===== src/rtl/serial_mem_pkg.sv =====
package serial_mem_pkg;
   typedef enum logic [3:0] {
      S_IDLE, S_CTRL, S_ACKC, S_ADRH, S_ACKH, S_ADRL, S_ACKL,
      S_WDAT, S_ACKW, S_RDAT, S_RACK
   } slv_state_t;

   localparam logic [2:0] CTRL_FAMILY = 3'b101;
endpackage


===== src/rtl/pin_sync.sv =====
module pin_sync #(
   parameter int   STAGES    = 2,
   parameter logic RESET_VAL = 1'b1
) (
   input  logic clk,
   input  logic rst_n,
   input  logic din,
   output logic dout
);
   initial begin
      assert (STAGES >= 2) else $error("pin_sync needs two stages or more");
   end

   logic [STAGES-1:0] q;

   always_ff @(posedge clk or negedge rst_n) begin
      if (!rst_n) q <= {STAGES{RESET_VAL}};
      else        q <= {q[STAGES-2:0], din};
   end

   assign dout = q[STAGES-1];
endmodule


===== src/rtl/region_guard.sv =====
module region_guard #(
   parameter int AW = 13
) (
   input  logic [1:0]    bp,
   input  logic [AW-1:0] addr,
   output logic          hit
);
   initial begin
      assert (AW >= 2) else $error("region_guard needs two address bits or more");
   end

   always_comb begin
      unique case (bp)
         2'b00:   hit = 1'b0;
         2'b01:   hit = &addr[AW-1:AW-2];
         2'b10:   hit = addr[AW-1];
         default: hit = 1'b1;
      endcase
   end
endmodule


===== src/rtl/serial_mem_slave.sv =====
module serial_mem_slave
   import serial_mem_pkg::*;
#(
   parameter logic [2:0]  STRAP       = 3'b000,
   parameter int          ARRAY_AW    = 13,
   parameter int          PAGE_BYTES  = 32,
   parameter int          OTP_PAGE    = 64,
   parameter logic [15:0] WP_ADDR     = 16'h0401,
   parameter int          SYNC_STAGES = 2
) (
   input  logic        clk,
   input  logic        rst_n,
   input  logic        scl_in,
   input  logic        sda_in,
   output logic        sda_pull,
   input  logic        busy_in,
   output logic        wr_push,
   output logic        wr_space,
   output logic [15:0] wr_addr,
   output logic [7:0]  wr_data,
   output logic        wr_commit,
   output logic        rd_space,
   output logic [15:0] rd_addr,
   input  logic [7:0]  rd_data
);
   localparam int          PTR_W    = 16;
   localparam int          PG_W     = $clog2(PAGE_BYTES);
   localparam int          OT_W     = $clog2(OTP_PAGE);
   localparam logic [15:0] PG_MASK  = 16'((1 << PG_W) - 1);
   localparam logic [15:0] OT_MASK  = 16'((1 << OT_W) - 1);
   localparam logic [15:0] ARR_MASK = 16'((1 << ARRAY_AW) - 1);

   initial begin
      assert ((1 << PG_W) == PAGE_BYTES) else $error("PAGE_BYTES must be a power of two");
      assert ((1 << OT_W) == OTP_PAGE)   else $error("OTP_PAGE must be a power of two");
      assert (ARRAY_AW <= PTR_W && PG_W < ARRAY_AW) else $error("bad array width");
   end

   // ---------------- line synchronisers ----------------
   logic [1:0] raw_ln, syn_ln;
   assign raw_ln = {sda_in, scl_in};
   for (genvar g = 0; g < 2; g++) begin : g_sync
      pin_sync #(.STAGES(SYNC_STAGES), .RESET_VAL(1'b1)) u_sync (
         .clk(clk), .rst_n(rst_n), .din(raw_ln[g]), .dout(syn_ln[g]));
   end
   logic scl_s, sda_s, scl_d, sda_d;
   assign scl_s = syn_ln[0];
   assign sda_s = syn_ln[1];

   always_ff @(posedge clk or negedge rst_n) begin
      if (!rst_n) begin scl_d <= 1'b1; sda_d <= 1'b1; end
      else        begin scl_d <= scl_s; sda_d <= sda_s; end
   end

   logic scl_rise, scl_fall, start_det, stop_det;
   assign scl_rise  =  scl_s & ~scl_d;
   assign scl_fall  = ~scl_s &  scl_d;
   assign start_det =  scl_s & scl_d & sda_d & ~sda_s;
   assign stop_det  =  scl_s & scl_d & ~sda_d & sda_s;

   // ---------------- protocol state ----------------
   slv_state_t st;
   logic [3:0]       bitcnt;
   logic [7:0]       shreg, tx, hi_byte;
   logic [PTR_W-1:0] ptr;
   logic             space, rw, mack, data_seen, prot_flag, wp_flag;
   logic [1:0]       bp, wp_val;
   logic             prot_hit;

   region_guard #(.AW(ARRAY_AW)) u_guard (
      .bp(bp), .addr(ptr[ARRAY_AW-1:0]), .hit(prot_hit));

   logic             wp_sel, ctrl_ok;
   logic [7:0]       read_val;
   logic [PTR_W-1:0] wr_next, rd_next;

   assign rd_addr  = ptr;
   assign rd_space = space;
   assign wp_sel   = space && (ptr == WP_ADDR);
   assign read_val = wp_sel ? {4'b0000, bp, 2'b00} : rd_data;
   assign ctrl_ok  = (shreg[7:5] == CTRL_FAMILY) && (shreg[3:1] == STRAP) && !busy_in;
   assign wr_next  = space ? ((ptr & ~OT_MASK) | ((ptr + 16'd1) & OT_MASK))
                           : ((ptr & ~PG_MASK) | ((ptr + 16'd1) & PG_MASK));
   assign rd_next  = space ? (ptr + 16'd1) : ((ptr + 16'd1) & ARR_MASK);

   always_ff @(posedge clk or negedge rst_n) begin
      if (!rst_n) begin
         st <= S_IDLE;   bitcnt <= '0;  shreg <= '0;  tx <= '0;  hi_byte <= '0;
         ptr <= '0;      space <= 1'b0; rw <= 1'b0;   mack <= 1'b0;
         data_seen <= 1'b0; prot_flag <= 1'b0; wp_flag <= 1'b0;
         bp <= 2'b00;    wp_val <= 2'b00; sda_pull <= 1'b0;
         wr_push <= 1'b0; wr_space <= 1'b0; wr_addr <= '0; wr_data <= '0;
         wr_commit <= 1'b0;
      end else begin
         wr_push   <= 1'b0;
         wr_commit <= 1'b0;
         if (start_det) begin
            st <= S_CTRL; bitcnt <= '0; sda_pull <= 1'b0;
            data_seen <= 1'b0; prot_flag <= 1'b0; wp_flag <= 1'b0;
         end else if (stop_det) begin
            st <= S_IDLE; sda_pull <= 1'b0; data_seen <= 1'b0;
            if (data_seen) begin
               if (!space)       wr_commit <= !prot_flag;
               else if (wp_flag) bp        <= wp_val;
               else              wr_commit <= 1'b1;
            end
         end else begin
            unique case (st)
               S_CTRL, S_ADRH, S_ADRL, S_WDAT: begin
                  if (scl_rise && bitcnt < 4'd8) begin
                     shreg  <= {shreg[6:0], sda_s};
                     bitcnt <= bitcnt + 4'd1;
                  end else if (scl_fall && bitcnt == 4'd8) begin
                     bitcnt   <= '0;
                     sda_pull <= 1'b1;
                     if (st == S_CTRL) begin
                        if (ctrl_ok) begin
                           space <= shreg[4]; rw <= shreg[0]; st <= S_ACKC;
                        end else begin
                           sda_pull <= 1'b0; st <= S_IDLE;
                        end
                     end else if (st == S_ADRH) begin
                        hi_byte <= shreg; st <= S_ACKH;
                     end else if (st == S_ADRL) begin
                        ptr <= {hi_byte, shreg}; st <= S_ACKL;
                     end else begin
                        wr_push <= 1'b1; wr_addr <= ptr; wr_data <= shreg;
                        wr_space <= space; data_seen <= 1'b1;
                        if (!space && prot_hit) prot_flag <= 1'b1;
                        if (wp_sel) begin wp_flag <= 1'b1; wp_val <= shreg[3:2]; end
                        ptr <= wr_next; st <= S_ACKW;
                     end
                  end
               end
               S_ACKC: if (scl_fall) begin
                  if (rw) begin
                     st <= S_RDAT; tx <= read_val; sda_pull <= ~read_val[7];
                  end else begin
                     st <= S_ADRH; sda_pull <= 1'b0;
                  end
               end
               S_ACKH: if (scl_fall) begin st <= S_ADRL; sda_pull <= 1'b0; end
               S_ACKL, S_ACKW: if (scl_fall) begin st <= S_WDAT; sda_pull <= 1'b0; end
               S_RDAT: if (scl_fall) begin
                  if (bitcnt == 4'd7) begin
                     st <= S_RACK; sda_pull <= 1'b0; bitcnt <= '0; ptr <= rd_next;
                  end else begin
                     bitcnt <= bitcnt + 4'd1; tx <= {tx[6:0], 1'b0}; sda_pull <= ~tx[6];
                  end
               end
               S_RACK: begin
                  if (scl_rise) mack <= ~sda_s;
                  else if (scl_fall) begin
                     if (mack) begin
                        st <= S_RDAT; tx <= read_val; sda_pull <= ~read_val[7];
                     end else st <= S_IDLE;
                  end
               end
               default: ;
            endcase
         end
      end
   end


   sda_scl_low_chk: assert property (@(posedge clk) disable iff (!rst_n)
      !$stable(sda_pull) |-> !scl_s);

   commit_at_stop_chk: assert property (@(posedge clk) disable iff (!rst_n)
      wr_commit |-> $past(stop_det));

   push_commit_excl_chk: assert property (@(posedge clk) disable iff (!rst_n)
      $onehot0({wr_push, wr_commit}));

   bp_update_chk: assert property (@(posedge clk) disable iff (!rst_n)
      !$stable(bp) |-> $past(stop_det));
endmodule


===== config.mk =====
export PLATFORM = sky130hd
export DESIGN_NAME = serial_mem_slave
export DESIGN_NICKNAME = d
export VERILOG_FILES = /design/src/rtl/serial_mem_pkg.sv /design/src/rtl/pin_sync.sv /design/src/rtl/region_guard.sv /design/src/rtl/serial_mem_slave.sv
export SDC_FILE = /design/constraint.sdc
export NUM_CORES = 1
export LEC_CHECK = 0
export BUFFER_PORTS_ARGS = -buffer_cell sky130_fd_sc_hd__buf_4
export CORE_UTILIZATION = 58
export CTS_CLUSTER_DIAMETER = 40
export CTS_CLUSTER_SIZE = 16
export DETAILED_ROUTE_END_ITERATION = 12
export MAX_ROUTING_LAYER = met4
export PLACE_DENSITY = 0.88
export SLEW_MARGIN = 0
export SYNTH_ARGS = -nofsm -noshare
export SYNTH_HDL_FRONTEND = slang
export SYNTH_SLANG_ARGS = --single-unit
export TNS_END_PERCENT = 30

===== constraint.sdc =====
create_clock -name clk -period 2.5 [get_ports clk]
set_input_delay 0.5 -clock clk [delete_from_list [all_inputs] [get_ports clk]]
set_output_delay 0.5 -clock clk [all_outputs]
set_load 0.02 [all_outputs]

==> qor.csv <==
stage;metric;value;unit
synth;synth_edf_count;0;
final_layout;syn_to_final_growth;17.69;%
flow_run;max_cap_violations;0;
detailed_routing;top_layer;met4;
sta;finalHoldViolations;0;
synth;synth_area;0.004484;mm2
synth;synth_top_area_share;47.43;%
critical_path;critPathKind;register to register;
floorplan;num_rows;31;
synth;yosys_warnings;0;
final_layout;multi_input_area;0.002051;mm2
outcome;outcome;completed;
placement;dpl_cell_area;0.005069;mm2
final_layout;fin_nets;512;
global_route;grt_start_max_net_pins;44;
synth;synth_area_leaders;dfrtp_1, mux2_2, o21ai_0;
detailed_routing;drt_iter0_drc;455;
critical_path;r2r-start;scl_d;
sta;finalSetupTns;0;ps
clock_network;htree_levels;3;
detailed_routing;viasPerCell;6.327;
floorplan;die_h;89.93;um
placement;io_buffers;57;
detailed_routing;wl_met2;5.135;mm
critical_path;endpoint_kind;register;
synth;syn_inst;432;
detailed_routing;wl_met1;4.727;mm
sta;worst_pin_slew;553.8;ps
clock_network;cts_tree;yes;
clock_network;cts_hold_buf;0;
critical_path;path_max_fanout;19;
detailed_routing;final_antenna_net_count;0;
final_layout;fill_cells;550;
clock_network;cts_root_buffer;clkbuf_8;
floorplan;start_util;60.85;%
clock_network;clkSinkCount;91;
pwr;ir_drop;0.5710;mV
synth;async_flop_share;100.0;%
final_layout;final-seq-area;0.002285;mm2
pwr;p_per_area;889.6;mW/mm2
floorplan;die_area;0.008087;mm2
placement;dp_hpwl;7.735;mm
clock_network;cts_resized;0;
sta;relSlewSlack;63.08;%
pwr;leakage;2.512;nW
detailed_routing;num_vias;3790;
final_layout;layout_common_cells;dfrtp_1, buf_4, mux2_2;
floorplan;fp.coreArea;0.007370;mm2
critical_path;required;2710;ps
sta;fin_crit;2192;ps
synth;synth_cell_types;60;
clock_network;clkTransAtPathRegs;100;ps
global_route;grt_antenna_before_repair;0;
hold_path;hold_class;primary input to asynchronous set/reset pin;
sta;drv_slew;0;
synth;synth_fp_nets;449;
placement;place.gp.congestion;1.008;
sta;finalSetupViolCount;0;
critical_path;arrival;2400;ps
sta;rsz0062_at_grt;false;
detailed_routing;firstDrtPassIters;6;
clock_network;worstSkewPairLatency;360;ps
final_layout;fin_area;0.005278;mm2
sta;fmax;456.2;MHz
placement;place_ws;344.1;ps
critical_path;critPathLaunch;scl_d;
sta;fin_ws;307.9;ps
global_route;overflow;0;
sta;skew;12.91;ps
final_layout;drive_gt1_share;30.40;%
final_layout;n_antenna_cell;0;
clock_network;postCtsSetupBuffers;0;
detailed_routing;drc;0;
pwr;p_total;4.695;mW
global_route;grt_pass1_vias;3647;
synth;ys.flop_type;dfrtp_1;
detailed_routing;wire_per_inst;18.25;um
synth;synth_top_area_cell;dfrtp_1;
critical_path;cp-start-kind;register;
detailed_routing;wl_met3;854;um
synth;syn_area_per_cell;10.38;um2
global_route;grt_pass1_wl;18.24;mm
sta;post-route-period-util;87.69;%
clock_network;clockBufferDepth;2;
clock_network;cts_buffers;9;
synth;ys_ff_latch;91;
floorplan;boundaryPins;58;
floorplan;die_x;89.93;um
final_layout;final_common_cell;dfrtp_1;
synth;seq_area_frac_synth;50.95;%
detailed_routing;routed_wl;10.93;mm
global_route;grt_usage;29.61;%
## cells by family after synthesis
logic type	count (synthesis)	share of synthesized area [%]
xor gates and xnor gates	2	0.3907
AOI/OAI and AO/OA	105	14.54
and+or+nand+nor	145	17.27
muxes	50	12.42
buffers and inverters	35	3.320
adders and majority gates	4	1.116
DFF	91	50.95
## layout make-up
type | count | share of cell area [%]
Timing Repair Buffer | 72 | 10.48
Inverter | 15 | 1.067
Clock buffer | 10 | 2.608
Clock inverter | 6 | 1.351
Multi-Input combinational cell | 306 | 38.86
Sequential cell | 91 | 43.29
Tap cell | 99 | 2.347
## power by group
group,switching (mW),internal (mW)
Combinational,0.926,0.651
Clock,0.523,0.500
Sequential,0.395,1.70
Total,1.84,2.85
## path summary, 6_finish.rpt
| path | depth (start not counted) | slack (ps) | endpoint |
|---|---|---|---|
| worst max-delay path | 6 | 310 | rd_addr[6] |
| worst min-delay path | 1 | 40 | wr_push |
| worst max register to register | 6 | 310 | rd_addr[6] |
| worst min register to register | 0 | 360 | g_sync[0].u_sync.q[1] |
| max in group asynchronous | 2 | 1770 | scl_d |
| min in group clk | 1 | 250 | g_sync[1].u_sync.q[0] |
## layer usage
layer | vias to the layer above | GRT usage [%]
li1 | 1706 | -
met3 | 23 | 4.992
met4 | 0 | 10.75
met1 | 1856 | 41.75
met2 | 205 | 43.59
met5 | - | -
## state kept, by name, summed over array words and instances, names as in the netlist
signal / cells
rw: 1
sda_d: 1
wp_flag: 1
scl_d: 1
tx: 7
rd_space: 1
wr_addr: 16
wr_space: 1
hi_byte: 8
sda_pull: 1
wp_val: 2
rd_addr: 16
g_sync.u_sync.q: 4
bp: 2
shreg: 8
st: 4
prot_flag: 1
data_seen: 1
wr_data: 8
wr_push: 1
bitcnt: 4
mack: 1
wr_commit: 1
## synth_stat cells, types with 3 or more instances
| cell | n |
|---|---|
| nor4_1 | 6 |
| buf_2 | 8 |
| o22ai_1 | 5 |
| a32oi_1 | 4 |
| o31ai_1 | 3 |
| nor3_1 | 12 |
| a22oi_1 | 4 |
| a31oi_1 | 7 |
| dfstp_2 | 6 |
| o21a_1 | 3 |
| nand4_1 | 4 |
| o211ai_1 | 6 |
| and3_1 | 6 |
| nand2_1 | 43 |
| inv_1 | 14 |
| a21o_1 | 5 |
| nand3_1 | 19 |
| clkbuf_1 | 10 |
| ha_1 | 4 |
| dfrtp_1 | 85 |
| nand4b_1 | 3 |
| nor2b_1 | 4 |
| a21oi_1 | 19 |
| nor2_1 | 25 |
| o21ai_0 | 37 |
| mux2_2 | 45 |
| mux2i_1 | 5 |
## per-stage QoR
step / instances / hold WS [ps] / utilization [%]
after floorplan: 432 / 204.4 / -
after global placement: 583 / 346.0 / 68.78
after detailed placement: 583 / 347.8 / 68.78
after CTS: 599 / 42.57 / 71.61
after global routing: 599 / 44.74 / 71.61
final: 599 / 43.77 / 71.61
## worst max-delay path, stage by stage, from the launching register on
cell and delay (ps):
dfstp_2 610, nand2b_2 110, nor3_2 190, o211ai_1 130, or3_1 620, o21ai_0 240
o21ai_0 150
No activity file was read; power rests on OpenSTA's default activity.
